===== src/rtl/tune_rx_pkg.sv =====
// Package: shared sizes and line indices for the serial tuning-word receiver.
// Assumes a word made of reserved bits, one standby bit and a state code.
package tune_rx_pkg;
    localparam int WORD_BITS  = 8;   // length of one transfer word
    localparam int CODE_BITS  = 5;   // width of the tuning state code
    localparam int SYNC_DEPTH = 2;   // synchronizer flip-flops per line
    localparam int NUM_LINES  = 3;   // enable, clock, data
    localparam int LINE_EN    = 0;
    localparam int LINE_CLK   = 1;
    localparam int LINE_DAT   = 2;
endpackage


===== src/rtl/tune_line_sync.sv =====
// Module: tune_line_sync
// Brings NUM asynchronous lines into the clk domain through STAGES flops each.
// Adds one more flop per line so edges can be found from the synchronized copy.
// Assumes each input stays at a level for longer than STAGES+1 clk cycles.
module tune_line_sync #(
    parameter int NUM    = 3,
    parameter int STAGES = 2
) (
    input  logic           clk,
    input  logic           rst_n,
    input  logic [NUM-1:0] din,
    output logic [NUM-1:0] lvl,
    output logic [NUM-1:0] prev
);
    localparam int CHAIN = STAGES + 1;

    logic [NUM-1:0][CHAIN-1:0] pipe;

    for (genvar g = 0; g < NUM; g++) begin : g_line
        // Purpose: shift one line through its synchronizer and delay flop.
        always_ff @(posedge clk) begin
            if (!rst_n) begin
                pipe[g] <= '0;
            end else begin
                pipe[g] <= {pipe[g][CHAIN-2:0], din[g]};
            end
        end
        assign lvl[g]  = pipe[g][STAGES-1];
        assign prev[g] = pipe[g][STAGES];
    end
endmodule


===== src/rtl/tune_shift_capture.sv =====
// Module: tune_shift_capture
// Keeps the last W bits seen on rising serial-clock edges while the enable
// is (or was, one cycle earlier) high. No bit counter is kept.
// Offers the value after this cycle's shift so that a commit in the same
// cycle includes a coincident bit.
// Assumes synchronized, edge-detected inputs.
module tune_shift_capture #(
    parameter int W = 8
) (
    input  logic         clk,
    input  logic         rst_n,
    input  logic         en_lvl,
    input  logic         en_prev,
    input  logic         clk_rise,
    input  logic         dat,
    output logic [W-1:0] sh,
    output logic [W-1:0] sh_next
);
    logic take_bit;

    // Purpose: decide whether this cycle's clock edge belongs to a transfer.
    always_comb begin
        take_bit = clk_rise && (en_lvl || en_prev);
    end

    // Purpose: form the shift-register value after this cycle.
    always_comb begin
        sh_next = take_bit ? {sh[W-2:0], dat} : sh;
    end

    // Purpose: hold the shift register.
    always_ff @(posedge clk) begin
        if (!rst_n) begin
            sh <= '0;
        end else begin
            sh <= sh_next;
        end
    end
endmodule


===== src/rtl/tune_commit_reg.sv =====
// Module: tune_commit_reg
// Output holding register. It loads a word on a commit strobe and splits it
// into a state code, a standby flag and a reserved-bit error flag.
// Assumes a word layout of rsv | standby | code, with the code at the bottom.
module tune_commit_reg #(
    parameter int W      = 8,
    parameter int CODE_W = 5
) (
    input  logic              clk,
    input  logic              rst_n,
    input  logic              commit,
    input  logic [W-1:0]      word,
    output logic [CODE_W-1:0] code,
    output logic              stby,
    output logic              err
);
    localparam int STBY_POS = CODE_W;
    localparam int RSV_LSB  = CODE_W + 1;

    // Purpose: load the decoded fields when a transfer ends.
    always_ff @(posedge clk) begin
        if (!rst_n) begin
            code <= '0;
            stby <= 1'b0;
            err  <= 1'b0;
        end else if (commit) begin
            code <= word[CODE_W-1:0];
            stby <= word[STBY_POS];
            err  <= |word[W-1:RSV_LSB];
        end
    end
endmodule


===== src/rtl/tune_word_rx.sv =====
// Module: tune_word_rx (top)
// Slave receiver for a three-wire write-only tuning port. It synchronizes
// the lines, shifts bits in while the enable is high, and commits the last
// WORD_W bits when the enable falls.
// Assumes the serial lines are much slower than clk.
module tune_word_rx
    import tune_rx_pkg::*;
#(
    parameter int WORD_W      = WORD_BITS,
    parameter int CODE_W      = CODE_BITS,
    parameter int SYNC_STAGES = SYNC_DEPTH
) (
    input  logic              clk,
    input  logic              rst_n,
    input  logic              ser_en,
    input  logic              ser_clk,
    input  logic              ser_dat,
    output logic [CODE_W-1:0] state_code,
    output logic              standby,
    output logic              rsv_err
);
    logic [NUM_LINES-1:0] raw_lines;
    logic [NUM_LINES-1:0] sync_lvl;
    logic [NUM_LINES-1:0] sync_prev;
    logic                 en_lvl;
    logic                 en_prev;
    logic                 sclk_rise;
    logic                 dat_lvl;
    logic                 en_fall;
    logic [WORD_W-1:0]    sh;
    logic [WORD_W-1:0]    sh_next;

    // Purpose: gather the pins in the package's line order.
    always_comb begin
        raw_lines           = '0;
        raw_lines[LINE_EN]  = ser_en;
        raw_lines[LINE_CLK] = ser_clk;
        raw_lines[LINE_DAT] = ser_dat;
    end

    tune_line_sync #(
        .NUM    (NUM_LINES),
        .STAGES (SYNC_STAGES)
    ) sync_i (
        .clk   (clk),
        .rst_n (rst_n),
        .din   (raw_lines),
        .lvl   (sync_lvl),
        .prev  (sync_prev)
    );

    // Purpose: derive levels and edges from the synchronized lines.
    always_comb begin
        en_lvl    = sync_lvl[LINE_EN];
        en_prev   = sync_prev[LINE_EN];
        sclk_rise = sync_lvl[LINE_CLK] && !sync_prev[LINE_CLK];
        dat_lvl   = sync_lvl[LINE_DAT];
        en_fall   = en_prev && !en_lvl;
    end

    tune_shift_capture #(
        .W (WORD_W)
    ) shift_i (
        .clk      (clk),
        .rst_n    (rst_n),
        .en_lvl   (en_lvl),
        .en_prev  (en_prev),
        .clk_rise (sclk_rise),
        .dat      (dat_lvl),
        .sh       (sh),
        .sh_next  (sh_next)
    );

    tune_commit_reg #(
        .W      (WORD_W),
        .CODE_W (CODE_W)
    ) commit_i (
        .clk    (clk),
        .rst_n  (rst_n),
        .commit (en_fall),
        .word   (sh_next),
        .code   (state_code),
        .stby   (standby),
        .err    (rsv_err)
    );
endmodule


===== config.mk =====
export PLATFORM = sky130hd
export DESIGN_NAME = tune_word_rx
export DESIGN_NICKNAME = d
export VERILOG_FILES = /design/src/rtl/tune_rx_pkg.sv /design/src/rtl/tune_line_sync.sv /design/src/rtl/tune_shift_capture.sv /design/src/rtl/tune_commit_reg.sv /design/src/rtl/tune_word_rx.sv
export SDC_FILE = /design/constraint.sdc
export NUM_CORES = 1
export LEC_CHECK = 0
export ABC_AREA = 1
export CELL_PAD_IN_SITES_DETAIL_PLACEMENT = 1
export CELL_PAD_IN_SITES_GLOBAL_PLACEMENT = 2
export CORE_ASPECT_RATIO = 1.25
export CORE_MARGIN = 2
export CORE_UTILIZATION = 27
export DETAILED_ROUTE_END_ITERATION = 12
export PLACE_DENSITY_LB_ADDON = 0.3
export SLEW_MARGIN = 30
export SYNTH_ARGS = -nofsm -noshare
export SYNTH_HDL_FRONTEND = slang
export SYNTH_SLANG_ARGS = --single-unit

===== constraint.sdc =====
create_clock -name clk -period 0.9 [get_ports clk]
set_input_delay 0.09 -clock clk [delete_from_list [all_inputs] [get_ports clk]]
set_output_delay 0.09 -clock clk [all_outputs]
set_load 0.05 [all_outputs]

### Word level (Yosys, flattened, before mapping)

Cells that the tools add are included.

| word-level totals | value |
|---|---|
| output and inout port bits | 7 |
| bits in registers | 23 |
| bits of input ports | 5 |

| operators by class | value |
|---|---|
| mux-type cells | 1 |
| reductions and logical operators | 7 |

Operators by type and width:

| kind | number |
|---|---|
| 2-to-1 mux 8 bit | 1 |
| logical AND 1 bit | 3 |
| zero test 1 bit | 2 |
| OR reduction 2 bit | 1 |
| logical OR 1 bit | 1 |

### Depth between registers and ports, before layout

| depth | value |
|---|---|
| depth after elaboration | 5 |
| gate-level depth with buffers | 9 |

### Modules after synthesis

From an unflattened synthesis, not the netlist that was laid out.

| unflattened totals | value |
|---|---|
| cell total of the unflattened synthesis | 132 |
| area, all modules | 967.2 um^2 |

By module, submodules not included:

| module | area each (um^2) | instances | cells each |
|---|---|---|---|
| tune_shift_capture | 404.1 | 1 | 63 |
| tune_line_sync | 304.0 | 1 | 34 |
| tune_commit_reg | 239.0 | 1 | 31 |
| tune_word_rx | 20.0 | 1 | 4 |

### Least setup slack after synthesis

OpenSTA, ideal clock, no wires.

| path | value |
|---|---|
| kind | reg-to-reg |
| start point | register sync_i.pipe, in the netlist sync_i.lvl[1] |
| end point | register commit_i.err |
| cell stages (with the launch flop) | 9 |
| clock period less this slack | 1.039 ns |
| slack | -0.139 ns |
| arrival | 0.921 ns |
| buffers on the path | 1 |
| cell sequence | dfxtp_1 > inv_1 > nor2_4 > nand2_4 > buf_6 > nand2_1 > nand3_1 > nor2_1 > nor2_1 |

| between the ends | value |
|---|---|
| cells in the longest elaborated chain, start to end | 4 |

RTL lines:

| item | line | text |
|---|---|---|
| start: declaration | tune_line_sync.sv:17 | `logic [NUM-1:0][CHAIN-1:0] pipe;` |
| start signal: indexed assignment | tune_line_sync.sv:25 | `pipe[g] <= {pipe[g][CHAIN-2:0], din[g]};` |
| logical AND 1 bit | tune_word_rx.sv:56 | `sclk_rise = sync_lvl[LINE_CLK] && !sync_prev[LINE_CLK];` |
| logical AND 1 bit | tune_shift_capture.sv:23 | `take_bit = clk_rise && (en_lvl \|\| en_prev);` |
| 2-to-1 mux 8 bit | tune_shift_capture.sv:28 | `sh_next = take_bit ? {sh[W-2:0], dat} : sh;` |
| OR reduction 2 bit | tune_commit_reg.sv:29 | `err <= \|word[W-1:RSV_LSB];` |
| end signal: assignment | tune_commit_reg.sv:29 |  |
| end: declaration | tune_commit_reg.sv:15 | `output logic err` |

Every way passes these cells.
A chain may end at the register's enable or synchronous reset.

### Worst setup path in the final report

Ends and elaborated chain as after synthesis.

==> flow_metrics.tcl <==
set metrics [dict create \
    status "finished, violations left" \
    violations "setup timing" \
    synthMuxAreaShare 0 \
    synthMostInstantiatedCell "nand2_1" \
    peakVddDrop_mv 0.9292 \
    yosys_most_used_dff "dfxtp_1" \
    worst_path_max_delay_cell "dfxtp_2" \
    power.leakage_nw 0.6116 \
    clock-sinks 23 \
    fin_crit_sh 1.231 \
    maxCapViolCount 0 \
    worst_hold_path_type "in -> reg" \
    crit_path_end_kind "flop" \
    r2r-end "commit_i.err" \
    synth_area_sq_um 888.4 \
    grt_start_max_net_pins 15 \
    antenna_left 0 \
    die_h_um 68.13 \
    num_rows 23 \
    min_from "ser_clk" \
    report.final.slew_viol_count 0 \
    stdcell_count 172 \
    drt-total-wl_um 1739 \
    pin_count 12 \
    synth_cell_types 15 \
    antenna_found_initial 0 \
    reg2reg_slack_ps -210 \
    hold_ws_ps 344.8 \
    crit_path_start_kind "flop" \
    yosysWarnings 0 \
    cts_hold_buf 0 \
    dieArea_sq_mm 0.003768 \
    die_w_um 55.31 \
    final_net_count 141 \
    wl_met2_um 923 \
    synth_edf_count 0 \
    rsz0062_at_grt "true" \
    setup_ws_ps -208.3 \
    finClkSkew_ps 1.810 \
    vias 701 \
    grt_pass1_wl_um 3160 \
    synthToLayoutAreaGrowth_pct 39.16 \
    viasPerCell 4.076 \
    gp_congestion 0.6852 \
    worst_r2r_path_depth 7 \
    synth_fa_ha_area_frac 0 \
    whs_path_depth 3 \
    clkTransAtPathRegs_ps 80 \
    worstPathArrival_ps 1270 \
    place_area_sq_mm 0.001166 \
    synth.avg_cell_area_sq_um 7.658 \
    syn_nets 121 \
    power_w 0.001926 \
    clk_latency_ps 270 \
    relSlewSlack 0.8823 \
    yosysSeqAreaShare 0.5183 \
    synth-simple-area-share 0.2746 \
    wire_per_inst_um 10.11 \
    start_util 0.2806 \
    setup_viol_count_final 15 \
    holdPathEnd "sync_i.pipe[3]" \
    placement.io_buffers 11 \
    fmax_mhz 902.3 \
    p_per_area_mw_per_mm2 1558 \
    drive_above_1_share 0.3185 \
    crit_fanout 14 \
    synth_xor_area_frac 0 \
    hold_viol_final 0 \
    dr.max_layer_used "met4" \
    synth_top_area_share 0.5183 \
    dr_wl_met3_um 51 \
    drtPass1Iterations 3 \
    placed_cells 168 \
    cts_buffer_depth 2 \
    cts_tree "done" \
    grt-ovfl-total 0 \
    max_stage_delay_ps 340 \
    cts_buffers 3 \
    core_area_sq_mm 0.003166 \
    design_area_sq_mm 0.001236 \
    n_antenna_cell 0 \
    synth_cells 116 \
    synth_commonest_cells "27 x nand2_1, 23 x dfxtp_1, 22 x inv_1" \
    dp_hpwl_um 1300 \
    worst_pin_slew_ps 176.2 \
    drcViolationCount 0 \
    synthTopCellsByArea "dfxtp_1 52%, nand2_1 11%, inv_1 9.3%" \
    root_buffer "clkbuf_8" \
    worst-setup-path-type "reg -> reg" \
    synth-seq-cells 23 \
    rr_startpoint "sync_i.lvl[1]" \
    drt_iter0_drc 5 \
    synth_compound_area_frac 0.07606 \
    cts_setup_buffers 0 \
    synth_top_family_by_area "simple AND/OR/NAND/NOR gates" \
    cp_cell_sequence "inv_2, nor2_4, nand2_8, nand2_1, nand2_1, nor2_1, nor2_1" \
    grt_pass1_vias 756 \
    cp_data_required_time_ps 1060 \
    cts.htree.levels 1 \
    synthArstFlopShare 0 \
    fin_crit_ps 1108 \
    synth_largest_area_cell "dfxtp_1" \
    track_usage 0.1121 \
    wl_met1_um 715 \
]
-- layout by cell type, fill, tap and decap left out --
cell type        instances
nor2_2                   1
a21oi_1                  2
inv_2                    3
clkinv_2                 1
buf_4                    7
dfxtp_1                 15
nand2_1                 26
buf_12                   8
clkbuf_8                 3
o21ai_4                  1
nor2_1                  20
nor2_4                   1
o21ai_0                  1
clkdlybuf4s50_1          4
nand2_8                  1
inv_1                   21
nand3_1                  3
nand2_4                  1
nand2_2                  3
o21ai_2                  5
dfxtp_2                  8
-- critical path: cells and delay by family (launching register included) --
| kind | cells | cell delay (ps) |
|---|---|---|
| buf+inv | 1 | 40 |
| flops | 1 | 340 |
| simple gates | 6 | 600 |
-- sequential cells by signal, indices dropped and copies added (netlist names) --
signal         cells
sync_i.prev        2
commit_i.err       1
sync_i.lvl         3
sync_i.pipe        3
shift_i.sh         8
commit_i.stby      1
commit_i.code      5
-- per-stage QoR --
step,setup slack [ps],setup TNS [ps],utilization
floorplan,-121.3,-1087,-
global placement,-158.5,-1372,0.3684
detailed placement,-175.4,-1851,0.3684
CTS,-191.2,-1852,0.3874
global route,-305.5,-3424,0.3905
finish,-208.3,-2053,0.3905
-- per-layer routing --
layer,vias to the layer above,track usage
met1,316,0.1088
met3,5,0.02457
met2,10,0.2113
li1,370,-
met5,-,0
met4,0,0.08232
-- layout make-up --
class | count | area, sq um
Clock buffer | 3 | 41.29
Clock inverter | 1 | 5.005
Fill cell | 397 | 1929
Inverter | 24 | 90.09
Multi-Input combinational cell | 65 | 330.3
Sequential cell | 23 | 470.5
Tap cell | 37 | 46.29
Timing Repair Buffer | 19 | 252.7
-- worst max path at each step --
stage          slack [ps]           from  cells after the start          endpoint
2_1_floorplan        -120  sync_i.lvl[1]                      8  commit_i.code[2]
5_1_grt              -310  sync_i.lvl[1]                      8     commit_i.stby
4_1_cts              -190  sync_i.lvl[1]                      7      commit_i.err
6_report             -210  sync_i.lvl[1]                      7      commit_i.err
3_3_place_gp         -160  sync_i.lvl[1]                      7      commit_i.err
3_5_place_dp         -180  sync_i.lvl[1]                      7     commit_i.stby
-- power by group --
part	switching [W]	internal, W
Clock	0.000333	0.000309
Combinational	0.000110	0.000102
Sequential	0.0000212	0.00105
-- cell families (layout without fill, tap and decap cells) --
kind of cell	after synthesis	in the layout
simple gates	56	56
flops	23	23
buf+inv	28	47
compound gates	9	9
-- what timing repair did --
item	4_1_cts	5_1_grt
endpoints found under the setup margin	20	18
pin swaps	0	2
resized for setup	5	3
Note: power is estimated with default switching activity, not from simulation.
